<file path="config.mk">
export PLATFORM = sky130hd
export DESIGN_NAME = cal_pulse_gen
export DESIGN_NICKNAME = d
export VERILOG_FILES = /design/src/rtl/cpg_pkg.sv /design/src/rtl/cpg_midpoint.sv /design/src/rtl/cpg_window.sv /design/src/rtl/cal_pulse_gen.sv
export SDC_FILE = /design/constraint.sdc
export NUM_CORES = 1
export LEC_CHECK = 0
export ABC_CLOCK_PERIOD_IN_PS = 6200
export BUFFER_PORTS_ARGS = -buffer_cell sky130_fd_sc_hd__buf_2
export CAP_MARGIN = 15
export CORE_MARGIN = 5
export CORE_UTILIZATION = 55
export CTS_BUF_LIST = sky130_fd_sc_hd__clkbuf_2
export DETAILED_ROUTE_END_ITERATION = 6
export HOLD_SLACK_MARGIN = 0.1
export MAX_ROUTING_LAYER = met4
export PLACE_DENSITY = 0.73
export SLEW_MARGIN = 30
export SYNTH_ARGS = -nofsm -noshare
export SYNTH_HDL_FRONTEND = slang
export SYNTH_SLANG_ARGS = --single-unit
</file>
<file path="constraint.sdc">
create_clock -name clk -period 6.2 [get_ports clk]
set_input_delay 0.62 -clock clk [delete_from_list [all_inputs] [get_ports clk]]
set_output_delay 0.62 -clock clk [all_outputs]
set_load 0.005 [all_outputs]
</file>
<file path="src/rtl/cpg_pkg.sv">
package cpg_pkg;

    // Test pulse mode; both 00 and 11 suppress the pulse.
    typedef enum logic [1:0] {
        TPM_OFF    = 2'b00,
        TPM_SINGLE = 2'b01,
        TPM_DOUBLE = 2'b10,
        TPM_OFF_B  = 2'b11
    } tp_mode_e;

endpackage

</file>
<file path="src/rtl/cpg_midpoint.sv">
// Halfway point of two times, rounded down, computed with a carry bit.
module cpg_midpoint #(
    parameter int W = 20
) (
    input  logic [W-1:0] a_i,
    input  logic [W-1:0] b_i,
    output logic [W-1:0] mid_o
);
    logic [W:0] sum;

    always_comb begin
        sum   = {1'b0, a_i} + {1'b0, b_i};
        mid_o = sum[W:1];
    end
endmodule

</file>
<file path="src/rtl/cpg_window.sv">
// High for LEN ticks ending just before edge_i (clipped at tick 0).
module cpg_window #(
    parameter int CW  = 21,
    parameter int LEN = 5
) (
    input  logic [CW-1:0] now_i,
    input  logic [CW-1:0] edge_i,
    output logic          hit_o
);
    logic [CW:0] reach;

    always_comb begin
        reach = {1'b0, now_i} + (CW+1)'(LEN);
        hit_o = (now_i < edge_i) && (reach >= {1'b0, edge_i});
    end
endmodule

</file>
<file path="src/rtl/cal_pulse_gen.sv">
module cal_pulse_gen
    import cpg_pkg::*;
#(
    parameter int TIME_W  = 20,
    parameter int PULSE_W = 5,
    parameter int TRIG_W  = 9
) (
    input  logic              clk,
    input  logic              rst_n,
    input  logic              start_i,
    input  logic [1:0]        mode_i,
    input  logic [TIME_W-1:0] pulse_time_i,
    input  logic [TIME_W-1:0] stop_time_i,
    output logic              test_pulse_o,
    output logic              common_stop_o,
    output logic              cal_trig_o,
    output logic              err_o
);
    localparam int CW = TIME_W + 1;   // tick counter covers stop + width
    localparam int NW = 3;            // windows: pulse 1, pulse 2, stop

    typedef struct packed {
        logic              active;
        logic [CW-1:0]     cnt;
        logic [CW-1:0]     last;
        logic [TIME_W-1:0] t1;
        logic [TIME_W-1:0] ts;
        logic              en;
        logic              dbl;
        logic              err;
    } st_t;

    st_t st_d, st_q;

    // ---------------- window decode on latched settings ----------------
    logic [TIME_W-1:0] mid;
    logic [CW-1:0]     edge_v [NW];
    logic [NW-1:0]     hit;

    cpg_midpoint #(.W(TIME_W)) u_mid (
        .a_i   (st_q.t1),
        .b_i   (st_q.ts),
        .mid_o (mid)
    );

    always_comb begin
        edge_v[0] = {1'b0, st_q.t1};
        edge_v[1] = {1'b0, mid};
        edge_v[2] = {1'b0, st_q.ts} + CW'(PULSE_W);
    end

    generate
        for (genvar w = 0; w < NW; w++) begin : g_win
            cpg_window #(.CW(CW), .LEN(PULSE_W)) u_win (
                .now_i  (st_q.cnt),
                .edge_i (edge_v[w]),
                .hit_o  (hit[w])
            );
        end
    endgenerate

    // ---------------- next state ----------------
    tp_mode_e   mode_in;
    logic       new_en, new_bad, accept;
    logic [CW-1:0] stop_end, span;

    always_comb begin
        mode_in  = tp_mode_e'(mode_i);
        new_en   = (mode_in == TPM_SINGLE) || (mode_in == TPM_DOUBLE);
        new_bad  = new_en && (stop_time_i <= pulse_time_i);
        accept   = start_i && !st_q.active;
        stop_end = {1'b0, stop_time_i} + CW'(PULSE_W);
        span     = (stop_end > CW'(TRIG_W)) ? stop_end : CW'(TRIG_W);

        st_d = st_q;
        if (accept) begin
            st_d.t1     = pulse_time_i;
            st_d.ts     = stop_time_i;
            st_d.en     = new_en;
            st_d.dbl    = (mode_in == TPM_DOUBLE);
            st_d.cnt    = '0;
            st_d.last   = span - CW'(1);
            st_d.err    = new_bad;
            st_d.active = !new_bad;
        end else if (st_q.active) begin
            if (st_q.cnt == st_q.last) begin
                st_d.active = 1'b0;
            end else begin
                st_d.cnt = st_q.cnt + CW'(1);
            end
        end
    end

    always_ff @(posedge clk or negedge rst_n) begin
        if (!rst_n) begin
            st_q <= '0;
        end else begin
            st_q <= st_d;
        end
    end

    // ---------------- outputs ----------------
    always_comb begin
        cal_trig_o    = st_q.active && (st_q.cnt < CW'(TRIG_W));
        common_stop_o = st_q.active && hit[2];
        test_pulse_o  = st_q.active && st_q.en && (hit[0] || (st_q.dbl && hit[1]));
        err_o         = st_q.err;
    end

    // ---------------- assertions ----------------
    p_reset_quiet_r1: assert property (@(posedge clk)
        !rst_n |-> !(test_pulse_o || common_stop_o || cal_trig_o || err_o));

    p_trig_on_start_r2: assert property (@(posedge clk) disable iff (!rst_n)
        (start_i && !st_q.active && !new_bad) |=> cal_trig_o);

    p_err_silent_r7: assert property (@(posedge clk) disable iff (!rst_n)
        err_o |-> !(test_pulse_o || common_stop_o || cal_trig_o));

    p_pulse_needs_mode_r6: assert property (@(posedge clk) disable iff (!rst_n)
        test_pulse_o |-> st_q.en);

    p_ignore_start_r8: assert property (@(posedge clk) disable iff (!rst_n)
        (st_q.active && start_i) |=> $stable(st_q.ts) && $stable(st_q.t1) && !err_o);

    generate
        if (PULSE_W >= 2) begin : g_width_chk
            p_stop_width_r4: assert property (@(posedge clk) disable iff (!rst_n)
                $rose(common_stop_o) |=> common_stop_o);
        end
    endgenerate

endmodule

</file>
After elaboration in Yosys (flattened, before gate mapping)
Cells that the tools add are included.

cells by class
  equal/unequal tests = 4
  $lt $le $gt $ge = 9
  reduce and logical (&&, ||, !) cells = 16
  multiplexer cells = 5
  add/subtract/negate cells = 6

operators by type and width
  cell                   count
  $ge 22x20->1           2
  $mux 22                2
  $add 20x3->21 const B  2
  $lt 21x20->1           2
  $mux 21                2
  $add 21x3->22 const B  1
  $ge 22x21->1           1
  $add 20x20->21         1
  $add 21x1->21 const B  1
  $eq 21x21->1           1
  $gt 21x4->1 const B    1
  $lt 21x21->1           1
  $lt 21x4->1 const B    1
  $sub 21x1->21 const B  1
  $le 20x20->1           1
  $logic_and 1x1->1      10
  $eq 2x1->1 const B     1
  $eq 2x2->1 const B     1
  $logic_not 1->1        2
  $logic_or 1x1->1       2
  $ne 2x2->1 const B     1
  $reduce_and 2->1       1
  $reduce_bool 2->1      1
  $mux 1                 1

word-level totals
  register bits after elaboration = 86
  input port bits = 45

Depth between registers and ports, before layout
Gate-level depths: netlist of the first run.

  depth in word-level cells = 6
  mapped depth = 20
  depth with buffers taken out = 20

Hierarchy
Synthesis of the first run repeated with hierarchy kept, for this count alone.

second synthesis, totals
  cells, all modules = 1331
  area total of the unflattened synthesis = 10665.2 um^2

modules (own cells, without submodules)
  module                           cells each  sequential area each (um^2)  area an instance (um^2)  times used
  cal_pulse_gen                    685         2152.1                       5810.6                   1
  cpg_window (g_win[0].u_win ...)  177         0.0                          1322.5                   2
  cpg_window (g_win[2].u_win)      176         0.0                          1317.5                   1
  cpg_midpoint                     116         0.0                          892.1                    1

Least setup slack after synthesis of the first run
No wires, ideal clock.

  path kind = reg-to-output
  start = register st_q[9] (netlist bit)
  end = output port test_pulse_o
  path buffers = 0
  data arrival time = 3542 ps
  stages on the path, launching flop included = 17
  setup slack = 2038 ps
  cell sequence = dfrtp_1 -> ha_1 -> a211oi_1 -> o22ai_1 -> a311o_1 -> o2111ai_1 -> a31oi_1 -> a21o_1 -> a21oi_1 -> xor2_1 -> ha_1 -> and3_1 -> nand2_1 -> a21o_1 -> o311ai_0 -> a21oi_1 -> o41ai_1

on the way
  cells in the longest elaborated chain, start to end = 6

RTL lines
  what                                          RTL line              RTL
  start, declared                               cal_pulse_gen.sv:33   st_t st_d, st_q;
  start signal, assigned                        cal_pulse_gen.sv:98   st_q <= st_d;
  $add 20x20->21 *                              cpg_midpoint.sv:12    sum = {1'b0, a_i} + {1'b0, b_i};
  $ge 22x20->1 or $lt 21x20->1 (tied branches)  cpg_window.sv:14      hit_o = (now_i < edge_i) && (reach >= {1'b0, edge_i});
  $logic_and 1x1->1 *                           cpg_window.sv:14
  $logic_and 1x1->1 *                           cal_pulse_gen.sv:106  test_pulse_o = st_q.active && st_q.en && (hit[0] || (st_q.dbl && hit[1]));
  $logic_or 1x1->1 *                            cal_pulse_gen.sv:106
  $logic_and 1x1->1 *                           cal_pulse_gen.sv:106
  end, declared                                 cal_pulse_gen.sv:14   output logic test_pulse_o,

Mark *: on every way between the ends. The rest lies on a longest branch, timed or not.

Worst setup path in the final report of the first run
  start = register st_q[5] (netlist bit)
  end = output port test_pulse_o

Same word-level chain as after synthesis.

==> results of run 1 <==
[synth_stat cells (all sizes together) (3+ instances only)]
cell / number
nor3b: 3
a211oi: 10
nor2b: 20
o2111ai: 7
xnor2: 55
a2111oi: 3
o21a: 16
and2: 5
nor2: 54
a21o: 25
a311oi: 3
nor4: 14
mux2i: 3
nand2b: 15
o211ai: 4
buf: 14
nand3: 37
a221o: 3
nand2: 152
or2: 6
xor2: 65
o22ai: 3
a211o: 4
or3: 14
dfrtp: 86
a21oi: 64
inv: 59
o21ai: 101
ha: 163
a31oi: 9
o31ai: 4
a31o: 4
nor3: 17
and3: 13
clkbuf: 37
and4: 3
nand4: 26
o21bai: 5
[final timing paths]
path / slack (ns) / end / cells after the start / start
max: 0.91 / test_pulse_o / 18 / st_q[5]$_DFFE_PN0P_
min: 0.25 / edge_v[42]$_DFFE_PN0P_ / 3 / pulse_time_i[0]
max reg2reg: 3.08 / st_q[79]$_DFFE_PN0P_ / 9 / st_q[68]$_DFFE_PN0P_
min reg2reg: 0.53 / st_q[44]$_DFFE_PN0P_ / 2 / st_q[44]$_DFFE_PN0P_
max in group asynchronous: 4.64 / edge_v[55]$_DFFE_PN0P_ / 3 / rst_n
min in group asynchronous: 0.48 / st_q[64]$_DFFE_PN0P_ / 2 / rst_n
[worst min-delay path, stage by stage]
cell and delay [ns]:
buf_2 0.09, nand2_1 0.05, nand2_1 0.05
[cell families after synthesis]
family | after synthesis | synth area share
compound gates | 282 | 0.189
xor+xnor | 120 | 0.111
fa+ha+maj | 165 | 0.219
buf+inv | 110 | 0.0466
flops | 86 | 0.228
mux | 5 | 0.00556
simple gates | 385 | 0.201
[stage by stage]
step / cells / util / instance area, um2 / worst slack [ns]
after global placement: 1378 / 0.574 / 9800 / 1.60
after floorplan: 1153 / - / 9460 / 2.04
after global routing: 1396 / 0.583 / 9940 / 0.512
final: 1396 / 0.583 / 9940 / 0.908
after detailed placement: 1378 / 0.574 / 9800 / 1.53
after CTS: 1395 / 0.582 / 9930 / 0.879
[state kept, by name (all words and copies together), names as in the netlist]
register	flops
edge_v	20
err_o	1
st_q	65
[power by group through the flow]
stage / Sequential [mW] / Clock (mW) / Combinational [mW]
after CTS: 1.06 / 0.325 / 2.77
after floorplan: 0.955 / 0 / 2.13
after detailed placement: 1.08 / 0 / 2.74
after global placement: 1.06 / 0 / 2.69
final: 1.07 / 0.324 / 2.77
after global routing: 1.10 / 0.350 / 3.20
[layout make-up]
class	count	area, um2
inverter	59	221
sequential	86	2150
fill	1622	7120
clock inverter	6	76.3
clock buffer	10	50.0
timing repair buffer	52	275
multi-input combinational	957	6880
antenna	1	2.50
tap	225	282
[metal layers]
metal	share of wire	wire length, um	GRT usage	up-vias
met5	0	0	-	-
met3	0.048	1260	0.0288	49
met4	0.041	1080	0.111	0
met2	0.45	11800	0.419	254
met1	0.46	12000	0.373	3964
li1	-	-	-	4149
==> impl_results.md, run 1 <==
- Fraction of layout cells with a size suffix above 1: 0.0752
- Antenna violations before repair: 1
- Total grt overflow: 0
- Tcrit/Tclk final: 0.854
- Status: finished clean
- Post-CTS Hold Buffers: 1
- Max-slew violations: 0
- Synth warn: 0
- Most frequent cells in the layout: 163 x ha_1, 152 x nand2_1, 94 x o21ai_0, 86 x dfrtp_1, 65 x xor2_1
- Vias: between 8000 and 9000
- Area share of the largest cell type after synthesis: 0.228
- Max Cap Viol: 0
- Slew Limit Headroom: 0.425
- Main synth FF type: dfrtp_1
- H-tree depth: 3
- CTS max path bufs: 2
- Power Total: ~4.2 mW
- Post-synth top area cell: dfrtp_1
- Commonest non-fill, non-tap cell in the layout: ha_1
- Fmax: between 0.15 and 0.2 GHz
- RSZ-0062 raised after global routing: false
- VDD IR-drop max: approximately 0.00021 V
- Crit end category: primary output
- Avg Synthesized Cell Area: 8.20 um2
- Final-stage net count: about 1400
- CP Data Required Time: between 5 and 6 ns
- Hpwl dp: between 20 and 25 mm
- Vias in the first global route: 8075
- Worst Path Buf+Inv: 1
- Initial Util: 0.555
- GRT Util Overall: 0.274
- Largest net degree at the start of global routing: 89
- Worst endpoint data arrival time: around 4.7 ns
- Worst Setup Start Kind: register
- CORE AREA: between 15000 and 20000 um2
- Comb pwr share: 0.665
- Post-Synthesis Cells: 1153
- Post CTS Setup Buffer Count: 0
- Hold crit path type: input port to register
- # IOs: between 40 and 50
- Skew final: 0.0197 ns
- Die footprint: roughly 20000 um2
- Die X: between 100 and 150 um
- Hold Slack: 0.250 ns
- Syn nets: about 1400
- Hold Violations, Final: 0
- Internal: around 2.1 mW
- First-pass GRT wire length: ~42 mm
- PortBufs: between 40 and 50
- Sequential power share: 0.257
- FFs w/ async S/R, synth: 1.00
- Final wirelength: 26.1 mm
- Crit path max fanout: 6
- Number of synthesized register bits: 86
- Area Growth Syn to Fin: 5.04%
- DR pass1 iterations: 5
- Clock transition at path regs: ~0.23 ns
- NetSw: 2.08 mW
- Vias per inst: 6.03
- Sw frac: 0.499
- # resized after CTS: 0
- Cell Chain, Critical Path: ha_1 > nor2b_1 > o21ai_0 > nand2b_1 > a211oi_1 > o21ai_0 > and2_1 > o221ai_1 > a31oi_1 > xnor2_1 > ha_1 > and3_1 > nand2_1 > o21bai_1 > o311ai_0 > a21oi_1 > o41ai_1 > buf_2
- CTS tree: done
- PD cells: 419 nW/um2
- Latest clock arrival within the worst-skew pair: a little under 0.6 ns
- Register area share after synthesis: 0.228
- Chip height: 141 um
- Top post-synthesis cells by area: dfrtp_1 23%, ha_1 22%, nand2_1 6.0%
- Row cnt: 48
- Final Setup Violations: 0
- Count of cell types in the netlist: 76
- CP max-delay cell: dfrtp_1
- DR DRC count: 0
- CTS sink cnt: 86
- Final ANT Viol Nets: 0
- Critical path's top delay family: compound AO/OA/AOI/OAI gates
- Transition time of the tightest slew-check pin: about 0.86 ns
- Root Driver: clkbuf_2
- Synthesized area: approximately 9500 um2
- Drt wl/cell: ~19 um
- Min Clock Period, post-route: between 5 and 6 ns
- Number of flops mapped to enable cells by yosys: 0
- Clock group share of total power: 0.078
- Placer Congestion: ~0.99
- CTS buffer count: 9
- Leak: 4.83 nW
- CP max stage delay: around 0.49 ns
- WS Path Type: register to primary output
- DR iter-0 viols: between 700 and 800
- Setup TNS: 0 ns
Power figures use the tool's default switching activity.
==> run 2, diff against run 1 <==
Settings changed: GPL_TIMING_DRIVEN set to 0, PLACE_DENSITY 0.73 to unset, PLACE_DENSITY_LB_ADDON set to 0.1.
==> impl_results.md, run 2 (synthesis gave the netlist of run 1 again) <==
- First-pass GRT wire length: 43.9 mm (+4.4%)
- Max Cap Viol: 0 (unchanged)
- Final std cells w/o fill: 1445 (+3.5%)
- Hold path start: pulse_time_i[0]
- Setup TNS: 0 ns (unchanged)
- Fraction of layout cells with a size suffix above 1: 0.0804 (+0.00518)
- Vias per inst: 5.91 (-2.0%)
- Tcrit/Tclk final: 0.895 (+0.0419)
- Hold path endpoint: edge_v[42]$_DFFE_PN0P_
- Total grt overflow: 0 (unchanged)
- DR iter-0 viols: 564 (-22%)
- Core Util, Final: 0.595 (+0.0125)
- Biggest register: st_q
- Die footprint: 19900 um2 (unchanged)
- CTS max path bufs: 2 (unchanged)
- Max reg flops: 65 (unchanged)
- DR DRC count: 0 (unchanged)
- Hpwl dp: 23.1 mm (+8.2%)
- Clock transition at path regs: 0.27 ns (+0.04 ns)
- Worst Path Buf+Inv: 1 (unchanged)
- VDD IR-drop max: 0.000196 V (-5.2%)
- Worst endpoint data arrival time: 4.93 ns (+0.26 ns)
- Final ANT Viol Nets: 0 (unchanged)
- WS Path Type: register to primary output
- CTS sink cnt: 86 (unchanged)
- Post-CTS Hold Buffers: 1 (unchanged)
- Vias in the first global route: 8171 (+1.2%)
- Crit end category: primary output
- Most frequent cells in the layout: 163 x ha_1, 152 x nand2_1, 94 x o21ai_0, 86 x dfrtp_1, 65 x xor2_1
- # resized after CTS: 0 (unchanged)
- Reg2reg start: st_q[68]$_DFFE_PN0P_
- Initial Util: 0.555 (unchanged)
- PD cells: 414 nW/um2 (-1.1%)
- Cell count after placement: 1427 (+3.6%)
- Cell Chain, Critical Path: ha_1 > nor2b_1 > o21ai_0 > nand2b_1 > a211oi_1 > o21ai_0 > and2_1 > o221ai_1 > a31oi_1 > a31oi_1 > ha_1 > and3_1 > nand2_1 > a21o_1 > o311ai_0 > a21oi_1 > o41ai_1 > buf_2
- Vias: 8538 (+1.4%)
- Fmax: 0.180 GHz (-4.7%)
- Final wirelength: 27.5 mm (+5.5%)
- Hold Slack: 0.279 ns (+0.0289 ns)
- CP max-delay cell: dfrtp_1
- Row cnt: 48 (unchanged)
- DR pass1 iterations: 5 (unchanged)
- Post CTS Setup Buffer Count: 0 (unchanged)
- Chip height: 141 um (unchanged)
- Slew Limit Headroom: 0.464 (+0.0392)
- RSZ-0062 raised after global routing: false
- Fin area: 10100 um2 (+2.2%)
- Power Total: 4.20 mW (+1.0%)
- Crit path max fanout: 6 (unchanged)
- Drt wl/cell: 19.1 um (+1.9%)
- Critical path's top delay family: compound AO/OA/AOI/OAI gates
- CORE AREA: 17100 um2 (unchanged)
- CTS tree: done
- Root Driver: clkbuf_2
- Die X: 141 um (unchanged)
- Worst setup startpoint: st_q[5]$_DFFE_PN0P_
- Placer Congestion: 0.884 (-11%)
- Latest clock arrival within the worst-skew pair: 0.55 ns (-0.03 ns)
- CP Data Required Time: 5.58 ns (about the same)
- Setup ws final: 0.648 ns (-0.260 ns)
- Leak: 4.91 nW (+1.7%)
- Skew final: 0.0386 ns (+0.0189 ns)
- Antenna violations before repair: 1 (unchanged)
- Min Clock Period, post-route: 5.55 ns (+0.260 ns)
- Hold path depth: 3 (unchanged)
- Final-stage net count: 1423 (+3.6%)
- Pre-CTS WS: 1.19 ns (-0.346 ns)
- Hold Violations, Final: 0 (unchanged)
- CP max stage delay: 0.55 ns (+0.06 ns)
- Worst Setup Start Kind: register
- Status: finished clean
- Reg2reg path depth: 12 (+3)
- PortBufs: 48 (unchanged)
- CTS buffer count: 9 (unchanged)
- R2R Path End: st_q[80]$_DFFE_PN0P_
- Max-slew violations: 0 (unchanged)
- Transition time of the tightest slew-check pin: 0.796 ns (-0.0662 ns)
- R2r setup slk: 3.04 ns (-0.04 ns)
- Commonest non-fill, non-tap cell in the layout: ha_1
- Area Growth Syn to Fin: 7.30%
- H-tree depth: 3 (unchanged)
- Hold crit path type: input port to register
- Largest net degree at the start of global routing: 49 (-45%)
- Final Setup Violations: 0 (unchanged)
- # IOs: 49 (unchanged)
- GRT Util Overall: 0.288 (+0.0141)
- Area after DPL: 10000 um2 (+2.2%)
run 2: power breakdown:
part | total (mW) | internal [mW] | switching [mW]
clock | 0.321 | 0.0987 | 0.223
sequential | 1.06 | 0.775 | 0.288
combinational | 2.82 | 1.19 | 1.63
run 2: how the worst max path moves through the flow:
stage	to	slack [ns]	cells past startpoint
2_1_floorplan	test_pulse_o	2.04	16
3_3_place_gp	test_pulse_o	1.22	18
3_5_place_dp	test_pulse_o	1.19	18
4_1_cts	test_pulse_o	0.48	18
5_1_grt	test_pulse_o	0.13	19
6_report	test_pulse_o	0.65	18
run 2: final cells by class:
cell class / count / area (um2)
Clock inverter: 7 / 77.6
Antenna cell: 1 / 2.50
Buffer: 51 / 219
Timing Repair Buffer: 50 / 284
Fill cell: 1645 / 6910
Tap cell: 225 / 282
Clock buffer: 9 / 45.0
Sequential cell: 86 / 2150
Multi-Input combinational cell: 957 / 6870
Inverter: 59 / 221
run 2: worst reg2reg max path, delay by kind of cell (launching register included):
kind            cells  cell delay (ns)
buf+inv             3             0.79
xor+xnor            2             0.30
flops               1             0.51
simple gates        5             0.74
compound gates      2             0.76
run 2: metal layers:
layer / global-route usage / wire [um] / up-vias
met4: 0.0989 / 941 / 0
li1: - / - / 4256
met1: 0.396 / 12900 / 4029
met2: 0.449 / 12500 / 207
met3: 0.0248 / 1160 / 46
met5: - / 0 / -
